File: src/rtl/cop_bus_pkg.sv
`timescale 1ns/1ps
package cop_bus_pkg;

   typedef enum logic [1:0] {
      PW_8    = 2'b00,
      PW_16   = 2'b01,
      PW_32   = 2'b10,
      PW_32_A = 2'b11
   } port_w_t;

   typedef enum logic [1:0] {
      CY_IDLE,
      CY_DECODE,
      CY_ACK,
      CY_RELEASE
   } cyc_state_t;

   // {line1, line0}, active low
   function automatic logic [1:0] ack_code(port_w_t pw, logic cls32);
      case (pw)
         PW_8:    ack_code = 2'b10;
         PW_16:   ack_code = 2'b01;
         default: ack_code = cls32 ? 2'b00 : 2'b01;
      endcase
   endfunction

endpackage

File: src/rtl/cop_sync.sv
`timescale 1ns/1ps
module cop_sync #(
   parameter int          WIDTH     = 3,
   parameter int          STAGES    = 2,
   parameter logic [31:0] RESET_VAL = '1
) (
   input  logic             clk,
   input  logic             rst_n,
   input  logic [WIDTH-1:0] d_i,
   output logic [WIDTH-1:0] q_o
);
   localparam logic [WIDTH-1:0] RV = RESET_VAL[WIDTH-1:0];

   if (STAGES < 2) begin : g_bad_stages
      $error("cop_sync: STAGES must be at least 2");
   end

   logic [WIDTH-1:0] stage_q [STAGES];

   for (genvar s = 0; s < STAGES; s++) begin : g_stage
      always_ff @(posedge clk or negedge rst_n) begin
         if (!rst_n)
            stage_q[s] <= RV;
         else if (s == 0)
            stage_q[s] <= d_i;
         else
            stage_q[s] <= stage_q[(s == 0) ? 0 : s-1];
      end
   end

   assign q_o = stage_q[STAGES-1];
endmodule

File: src/rtl/cop_cycle_fsm.sv
`timescale 1ns/1ps
module cop_cycle_fsm
   import cop_bus_pkg::*;
(
   input  logic clk,
   input  logic rst_n,
   input  logic as_n_s,
   input  logic cs_n_s,
   input  logic ds_n_s,
   input  logic rw_q,
   output logic cap_en,
   output logic wr_commit,
   output logic rd_load,
   output logic ack_on,
   output logic ack_drive,
   output logic data_en
);
   cyc_state_t state_q, state_d;
   logic       dvalid_q;

   always_comb begin
      state_d = state_q;
      case (state_q)
         CY_IDLE:    if (!as_n_s && !cs_n_s) state_d = CY_DECODE;
         CY_DECODE: begin
            if (as_n_s)              state_d = CY_IDLE;
            else if (rw_q || !ds_n_s) state_d = CY_ACK;
         end
         CY_ACK:     if (as_n_s) state_d = CY_RELEASE;
         CY_RELEASE: state_d = CY_IDLE;
         default:    state_d = CY_IDLE;
      endcase
   end

   always_ff @(posedge clk or negedge rst_n) begin
      if (!rst_n) begin
         state_q  <= CY_IDLE;
         dvalid_q <= 1'b0;
      end else begin
         state_q  <= state_d;
         dvalid_q <= (state_q == CY_ACK) && (state_d == CY_ACK);
      end
   end

   assign cap_en    = (state_q == CY_IDLE) && (state_d == CY_DECODE);
   assign wr_commit = (state_q == CY_DECODE) && !as_n_s && !rw_q && !ds_n_s;
   assign rd_load   = (state_q == CY_DECODE) && !as_n_s && rw_q;
   assign ack_on    = (state_q == CY_ACK);
   assign ack_drive = (state_q == CY_ACK) || (state_q == CY_RELEASE);
   assign data_en   = (state_q == CY_ACK) && dvalid_q && rw_q;
endmodule

File: src/rtl/cop_regfile.sv
`timescale 1ns/1ps
module cop_regfile
   import cop_bus_pkg::*;
#(
   parameter int ADDR_W = 5,
   parameter int DATA_W = 32
) (
   input  logic              clk,
   input  logic              rst_n,
   input  port_w_t           pw,
   input  logic [ADDR_W-1:0] addr,
   input  logic              wr_en,
   input  logic [DATA_W-1:0] wdata,
   output logic [DATA_W-1:0] rdata
);
   localparam int HALF_W = DATA_W / 2;
   localparam int CLS    = ADDR_W - 1;
   localparam int IDX16W = ADDR_W - 2;
   localparam int IDX32W = ADDR_W - 3;
   localparam int N16    = 1 << IDX16W;
   localparam int N32    = 1 << IDX32W;

   logic [HALF_W-1:0] r16 [N16];
   logic [DATA_W-1:0] r32 [N32];

   logic [IDX16W-1:0] idx16;
   logic [IDX32W-1:0] idx32;
   logic [1:0]        boff;
   logic              cls32;
   logic [HALF_W-1:0] cur16, nxt16;
   logic [DATA_W-1:0] cur32, nxt32;
   logic [7:0]        wbyte;
   logic [HALF_W-1:0] whalf;

   assign cls32 = addr[CLS];
   assign idx16 = addr[CLS-1:1];
   assign idx32 = addr[CLS-1:2];
   assign boff  = addr[1:0];
   assign cur16 = r16[idx16];
   assign cur32 = r32[idx32];
   assign wbyte = wdata[DATA_W-1 -: 8];
   assign whalf = wdata[DATA_W-1 -: HALF_W];

   // Lane routing toward the host
   always_comb begin
      rdata = '0;
      case (pw)
         PW_8: begin
            if (cls32) rdata[DATA_W-1 -: 8] = cur32[8*(3-boff) +: 8];
            else       rdata[DATA_W-1 -: 8] = cur16[8*(1-boff[0]) +: 8];
         end
         PW_16: begin
            if (cls32) rdata[DATA_W-1 -: HALF_W] = cur32[HALF_W*(1-boff[1]) +: HALF_W];
            else       rdata[DATA_W-1 -: HALF_W] = cur16;
         end
         default: begin
            if (cls32) rdata = cur32;
            else       rdata[DATA_W-1 -: HALF_W] = cur16;
         end
      endcase
   end

   // Merge of incoming lanes into the addressed register
   always_comb begin
      nxt16 = cur16;
      nxt32 = cur32;
      case (pw)
         PW_8: begin
            nxt16[8*(1-boff[0]) +: 8] = wbyte;
            nxt32[8*(3-boff) +: 8]    = wbyte;
         end
         PW_16: begin
            nxt16                               = whalf;
            nxt32[HALF_W*(1-boff[1]) +: HALF_W] = whalf;
         end
         default: begin
            nxt16 = whalf;
            nxt32 = wdata;
         end
      endcase
   end

   for (genvar g = 0; g < N16; g++) begin : g_r16
      always_ff @(posedge clk or negedge rst_n) begin
         if (!rst_n)
            r16[g] <= '0;
         else if (wr_en && !cls32 && (idx16 == IDX16W'(g)))
            r16[g] <= nxt16;
      end
   end

   for (genvar g = 0; g < N32; g++) begin : g_r32
      always_ff @(posedge clk or negedge rst_n) begin
         if (!rst_n)
            r32[g] <= '0;
         else if (wr_en && cls32 && (idx32 == IDX32W'(g)))
            r32[g] <= nxt32;
      end
   end
endmodule

File: src/rtl/cop_bus_slave.sv
`timescale 1ns/1ps
module cop_bus_slave
   import cop_bus_pkg::*;
#(
   parameter int ADDR_W      = 5,
   parameter int DATA_W      = 32,
   parameter int SYNC_STAGES = 2
) (
   input  logic              clk,
   input  logic              rst_n,
   input  logic              as_n_i,
   input  logic              cs_n_i,
   input  logic              rw_i,
   input  logic              ds_n_i,
   input  logic [ADDR_W-1:0] addr_i,
   input  logic [DATA_W-1:0] data_i,
   input  logic [1:0]        width_cfg_i,
   output logic [DATA_W-1:0] data_o,
   output logic              data_oe_o,
   output logic [1:0]        ack_n_o,
   output logic              ack_oe_o
);
   if (DATA_W != 32) begin : g_bad_data_w
      $error("cop_bus_slave: DATA_W must be 32");
   end
   if (ADDR_W < 5 || ADDR_W > 8) begin : g_bad_addr_w
      $error("cop_bus_slave: ADDR_W must lie in 5..8");
   end

   localparam int CLS = ADDR_W - 1;

   logic [2:0]        strb_s;
   logic              as_n_s, cs_n_s, ds_n_s;
   logic              cap_en, wr_commit, rd_load, ack_on, ack_drive, data_en;
   logic [ADDR_W-1:0] addr_q;
   logic              rw_q;
   logic [DATA_W-1:0] rd_word, rd_q;
   port_w_t           pw;

   assign pw = port_w_t'(width_cfg_i);

   cop_sync #(
      .WIDTH     (3),
      .STAGES    (SYNC_STAGES),
      .RESET_VAL ('1)
   ) i_sync (
      .clk   (clk),
      .rst_n (rst_n),
      .d_i   ({as_n_i, cs_n_i, ds_n_i}),
      .q_o   (strb_s)
   );
   assign {as_n_s, cs_n_s, ds_n_s} = strb_s;

   cop_cycle_fsm i_fsm (
      .clk       (clk),
      .rst_n     (rst_n),
      .as_n_s    (as_n_s),
      .cs_n_s    (cs_n_s),
      .ds_n_s    (ds_n_s),
      .rw_q      (rw_q),
      .cap_en    (cap_en),
      .wr_commit (wr_commit),
      .rd_load   (rd_load),
      .ack_on    (ack_on),
      .ack_drive (ack_drive),
      .data_en   (data_en)
   );

   // Address and direction are stable once the strobe is seen
   always_ff @(posedge clk or negedge rst_n) begin
      if (!rst_n) begin
         addr_q <= '0;
         rw_q   <= 1'b1;
      end else if (cap_en) begin
         addr_q <= addr_i;
         rw_q   <= rw_i;
      end
   end

   cop_regfile #(
      .ADDR_W (ADDR_W),
      .DATA_W (DATA_W)
   ) i_regs (
      .clk   (clk),
      .rst_n (rst_n),
      .pw    (pw),
      .addr  (addr_q),
      .wr_en (wr_commit),
      .wdata (data_i),
      .rdata (rd_word)
   );

   always_ff @(posedge clk or negedge rst_n) begin
      if (!rst_n)       rd_q <= '0;
      else if (rd_load) rd_q <= rd_word;
   end

   assign data_o    = rd_q;
   assign data_oe_o = data_en;
   assign ack_oe_o  = ack_drive;
   assign ack_n_o   = ack_on ? ack_code(pw, addr_q[CLS]) : 2'b11;
endmodule

File: config.mk
export PLATFORM = sky130hd
export DESIGN_NAME = cop_bus_slave
export DESIGN_NICKNAME = d
export VERILOG_FILES = /design/src/rtl/cop_bus_pkg.sv /design/src/rtl/cop_sync.sv /design/src/rtl/cop_cycle_fsm.sv /design/src/rtl/cop_regfile.sv /design/src/rtl/cop_bus_slave.sv
export SDC_FILE = /design/constraint.sdc
export NUM_CORES = 1
export LEC_CHECK = 0
export BUFFER_PORTS_ARGS = -buffer_cell sky130_fd_sc_hd__buf_4
export CAP_MARGIN = 0
export CORE_MARGIN = 8
export CORE_UTILIZATION = 55
export DETAILED_ROUTE_END_ITERATION = 7
export GPL_TIMING_DRIVEN = 0
export PLACE_DENSITY = 0.82
export SLEW_MARGIN = 20
export SYNTH_ARGS = -nofsm -noshare
export SYNTH_HDL_FRONTEND = slang
export SYNTH_HIERARCHICAL = 1
export SYNTH_SLANG_ARGS = --single-unit
File: constraint.sdc
create_clock -name clk -period 5.65 [get_ports clk]
set_input_delay 1.13 -clock clk [delete_from_list [all_inputs] [get_ports clk]]
set_output_delay 1.13 -clock clk [all_outputs]
set_load 0.01 [all_outputs]
## After elaboration in Yosys (flattened, before gate mapping)

Cells that the tools add are included.

- Bits of input ports: 45
- Output and inout port bits: 36
- Register bits: 303
- Word-level logic and storage cells: 115

- Add/sub/neg operators: 6
- Shift-type cells: 9
- Reduce and logical (&&, ||, !) cells: 35
- Equality and inequality tests: 16
- Muxes and demuxes: 26
- Order comparisons: 2
- Bitwise logic cells: 2

Operator list:

| cell | count |
|---|---|
| two-way mux 16 bit | 7 |
| negation 32 -> 34 bit | 3 |
| binary-select mux 32 bit (select 2 bit) | 1 |
| bitwise mux 32 bit | 2 |
| two-way mux 32 bit | 2 |
| one-hot mux 32 bit (2 select lines) | 1 |
| binary-select mux 16 bit (select 3 bit) | 1 |
| variable shift 16 x 34 -> 32 bit (first input constant) | 1 |
| variable shift 8 x 34 -> 16 bit (first input constant) | 1 |
| variable shift 8 x 34 -> 32 bit (first input constant) | 1 |
| indexed part select 16 x 34 -> 32 bit | 1 |
| indexed part select 8 x 34 -> 16 bit | 1 |
| indexed part select 8 x 34 -> 32 bit | 1 |
| indexed part select 16 x 33 -> 8 bit | 1 |
| indexed part select 32 x 33 -> 16 bit | 1 |
| indexed part select 32 x 33 -> 8 bit | 1 |
| one-hot mux 8 bit (2 select lines) | 2 |
| logical AND 1 bit | 23 |
| bitwise mux 16 bit | 1 |
| == test 3 bit (second input constant) | 4 |
| == test 2 bit (second input constant) | 5 |
| two-way mux 2 bit | 5 |
| == test 2 x 1 -> 1 bit (second input constant) | 4 |
| two-way mux 8 bit | 1 |
| other kinds (16) | 25 |

## Longest topological paths before layout

- Depth in word-level cells: 7
- Mapped depth: 12
- Gate-level depth less buffers: 8

## Cells and area by module

Netlist, hierarchy kept.

Modules (own cells, without submodules):

| module | area an instance (um^2) | seq. area each (um^2) | times used | cells an instance |
|---|---|---|---|---|
| cop_regfile | 12917.4 | 6406.1 | 1 | 1295 |
| cop_bus_slave | 1589.0 | 952.2 | 1 | 85 |
| cop_sync | 180.2 | 157.7 | 1 | 9 |
| cop_cycle_fsm | 171.4 | 75.1 | 1 | 18 |

## Worst setup path after synthesis

OpenSTA, ideal clock, no wires.

- Path kind: register -> register
- From: reg addr_q[1]
- To: reg i_regs/r32[0] (netlist name)
- Path slack: 2917 ps
- Clock period less this slack: 2733 ps
- Stages on the path, launching flop included: 11
- Path buffers: 4
- Arrival time: 2650 ps
- Path through: dfrtp_1 > buf_2 > buf_2 > inv_1 > buf_2 > buf_2 > ha_1 > nor3_1 > a221oi_1 > a311o_1 > o21ai_0

- Longest elaborated chain between the ends: 5
- Elaborated cells on any way between the ends: 11
- Classes of those cells: add/sub: 4; shift: 4; mux: 3

RTL lines:

| what | RTL line | source |
|---|---|---|
| from (decl) | cop_bus_slave.sv:35 | `logic [ADDR_W-1:0] addr_q;` |
| from (signal assigned) | cop_bus_slave.sv:75 | `addr_q <= addr_i;` |
| subtractor 2 x 2 -> 3 bit or subtractor 1 x 1 -> 2 bit (tied branches) | cop_regfile.sv:70, cop_regfile.sv:74 |  |
| negation 32 -> 34 bit (on tied branches) | cop_regfile.sv:70, cop_regfile.sv:74 |  |
| indexed part select 8 x 34 -> 32 bit (tied with other cells) | cop_regfile.sv:70 | `nxt32[8*(3-boff) +: 8] = wbyte;` |
| bitwise mux 32 bit (on tied branches) | cop_regfile.sv:70, cop_regfile.sv:74 |  |
| one-hot mux 32 bit (2 select lines) (*) | cop_regfile.sv:67 | `case (pw)` |
| to (signal, indexed assignment) | cop_regfile.sv:97 | `r32[g] <= nxt32;` |
| to (decl) | cop_regfile.sv:24 | `logic [DATA_W-1:0] r32 [N32];` |

Mark *: on every way between the ends. The rest lies on a longest branch, timed or not.
A chain may end at the register's enable or synchronous reset.

## Final worst setup path

- From: reg addr_q[1]
- To: reg i_regs/r32[4] (netlist name)

Same word-level chain as after synthesis.

==> results.txt <==
outcome: finished, violations left
failing checks: design-rule violations
Routability Congestion: 1.00
WL met1: 18600 µm
first-pass GRT wire length: 72500 µm
WP buf/inv: 5
Max IR drop VDD: 0.000305 V
via count: 12300
most instantiated library cell after synthesis: dfrtp_1
Main synth FF type: dfrtp_1
Fin. Hold Viols: 0
Cells after Synth: 1407
clk slew on worst S/H paths: 60 ps
Max-cap violations: 0
NumNets Final: 1573
clock root buffer: clkbuf_16
post-synthesis average cell area: 10.6 µm²
Max Root-Sink Buffers: 3
IO buf count: 80
Post-synth top cells: dfrtp_1, nand2_1, o21ai_0
Detailed Route Iter0 Violations: 1677
Antenna diodes: 0
drt pass-1 iters: 8
DR WL met3: 5050 µm
required time worst endpoint: 6130 ps
Pins Over Slew Limit: 0
Reg2Reg Setup Slack: 1720 ps
I/O pin total: 81
mapped cell area: 14900 µm²
DR WL/cell: 24.9 µm
total core area: 26700 µm²
sequential area share after synthesis: 51.1%
DP Cell Count: 1831
TritonCTS Buffers: 31
CTS Hold Buffers Added: 0
final wirelength: 47100 µm
reg2reg path depth: 10
Post-DRT Antenna Nets: 0
FF-to-FF Start: addr_q[1]
fraction of registers with async set/reset: 100%
Layout area overhead: 14.8%
ranking of synthesized cells by area: dfrtp_1, nand2_1, o21ai_0, mux4_2, mux2_2
FMAX: 255 MHz
vias in the first global route: 12300
number of synthesized flops with an enable pin: 0
CTS tree: built
placed cell areas: 16000 µm²
ratio of cells with drive above 1 in the final layout: 21.0%
CP max FO: 11
vias per cell: 6.54
post-CTS resize count: 0
GRT Total Usage: 28.4%
Worst-Skew Late Latency: 590 ps
Setup crit end kind: flop
Final period util: 69.5%
WL met2: 21300 µm
die extent in x: 180 µm
Warnings, synthesis: 6
Setup CP Type: flop to flop
Power per Cell Area: 550 nW/µm²
largest net degree at the start of global routing: 105
top sig layer: met5
synth unique cells: 73
CP endpoint: i_regs/r32[4]
endpoints failing setup: 0
CP top delay family: buffers and inverters
post-synth top area share: 49.9%
Min-Delay Path Class: flop to flop
Most Frequent Cell on Critical Path: buf_2
CP Cell Sequence: buf_2, buf_2, inv_1, buf_2, buf_2, ha_1, nor3_1, a221oi_1, a311o_1, o21ai_0
flops & latches, synth: 303
postcts setup bufs: 0
Initial Util: 55.6%
RSZ-0062 raised after global routing: no
Syn Nets: 1457
Die Y: 180 µm
fill cell count: 2022
Final HPWL DP: 33400 µm
Setup TNS: 0 ps
total grt overflow: 0
Setup Skew: 24.2 ps
total power: 9.37 mW
DRC: 1
CP startpoint: addr_q[1]
slowest CP cell: nor3_1
cell taking the most area after synthesis: dfrtp_1
H-tree Lvls: 1
Setup crit start kind: flop
final non-filler cell total: 1887
TritonCTS Sinks: 303
r2r endpoint: i_regs/r32[4]
Slew @ Worst Pin: 1020 ps
fin area: 17100 µm²
CP Depth: 10
Worst path max stage delay: 830 ps
site row count: 60
initial antenna violation count: 0
max_slew headroom: 31.4%
crit path time final: 3930 ps
DIE AREA: 32500 µm²
CP arrival: 4410 ps
Static Leakage: 7.67 nW
cells by family (layout without fill, tap and decap cells):
family	Yosys count	after routing	synth area share [%]
adder cells (fa/ha/maj)	5	5	0.421
multiplexers	161	161	16.2
AO/OA/AOI/OAI	379	379	15.2
flip-flops	303	303	51.1
AND/OR/NAND/NOR	440	440	12.8
buffers and inverters	119	258	4.27
worst register-to-register path, cell delays in order (launching register included):
cell and delay (ps):
dfrtp_1 490, buf_2 330, buf_2 330, inv_1 150
buf_2 240, buf_2 250, ha_1 350, nor3_1 830
a221oi_1 180, a311o_1 450, o21ai_0 230
final cells by class:
cell class                      instances  area [µm²]  share of cell area [%]
Buffer                                102         571                    3.35
Clock buffer                           45         898                    5.27
Clock inverter                         11         178                    1.04
Inverter                               17        63.8                   0.374
Multi-Input combinational cell        985        6630                    38.9
Sequential cell                       303        7590                    44.5
Tap cell                              341         427                    2.50
Timing Repair Buffer                   83         691                    4.05
layout by cell type, fill, tap and decap left out, types with 7 or more instances in the layout:
| cell | instances |
|---|---|
| mux4_1 | 9 |
| clkbuf_16 | 31 |
| mux4_2 | 34 |
| buf_2 | 18 |
| mux2_4 | 30 |
| mux2i_1 | 27 |
| o21ai_1 | 9 |
| o21ai_0 | 195 |
| nor2b_1 | 16 |
| nand3_1 | 16 |
| o22ai_1 | 8 |
| a22oi_1 | 13 |
| a21oi_1 | 66 |
| dfstp_2 | 7 |
| and3_1 | 21 |
| a221oi_1 | 9 |
| mux2_2 | 61 |
| clkbuf_1 | 67 |
| buf_6 | 9 |
| a31oi_1 | 10 |
| inv_1 | 14 |
| o211ai_1 | 14 |
| nand2b_1 | 10 |
| dfrtp_1 | 296 |
| nor2_1 | 74 |
| a311o_1 | 8 |
| nand2_1 | 275 |
| buf_4 | 89 |
| clkbuf_8 | 7 |
| a222oi_1 | 8 |
flip-flops by register name, indices dropped and copies added (netlist names):
| register | cells |
|---|---|
| i_sync/stage_q | 3 |
| i_regs/r32 | 128 |
| data_o | 32 |
| i_fsm/dvalid_q | 1 |
| i_fsm/state_q | 2 |
| i_sync/q_o | 3 |
| rw_q | 1 |
| i_regs/r16 | 128 |
| addr_q | 5 |
power breakdown:
group | leakage, nW | switching [mW] | internal (mW)
logic | 4.05 | 2.31 | 1.54
clock network | 0.519 | 0.862 | 1.28
registers | 3.10 | 0.448 | 2.92
total | 7.67 | 3.62 | 5.75
worst min path at each step:
stage	start	endpoint	slack (ps)	cells after the start
2_1_floorplan	i_sync/stage_q[3]	i_sync/q_o[0]	350	0
3_3_place_gp	i_sync/stage_q[4]	i_sync/q_o[1]	350	0
3_5_place_dp	i_sync/stage_q[4]	i_sync/q_o[1]	350	0
4_1_cts	i_sync/stage_q[4]	i_sync/q_o[1]	350	0
5_1_grt	i_sync/stage_q[4]	i_sync/q_o[1]	350	0
6_report	i_sync/stage_q[4]	i_sync/q_o[1]	350	0
routing by layer:
metal,track usage (%),vias to the layer above
met3,7.02,160
met5,0,-
li1,-,5250
met4,11.6,2
met2,44.0,804
met1,37.9,6116
stage by stage:
step	utilization, %	hold slack [ps]	setup slack, ps
finish	63.8	350	1720
CTS	63.8	351	1830
global placement	59.4	346	927
global route	63.8	346	1540
floorplan	-	345	2920
detailed placement	59.8	347	1830
(Power assumes the default switching activity.)
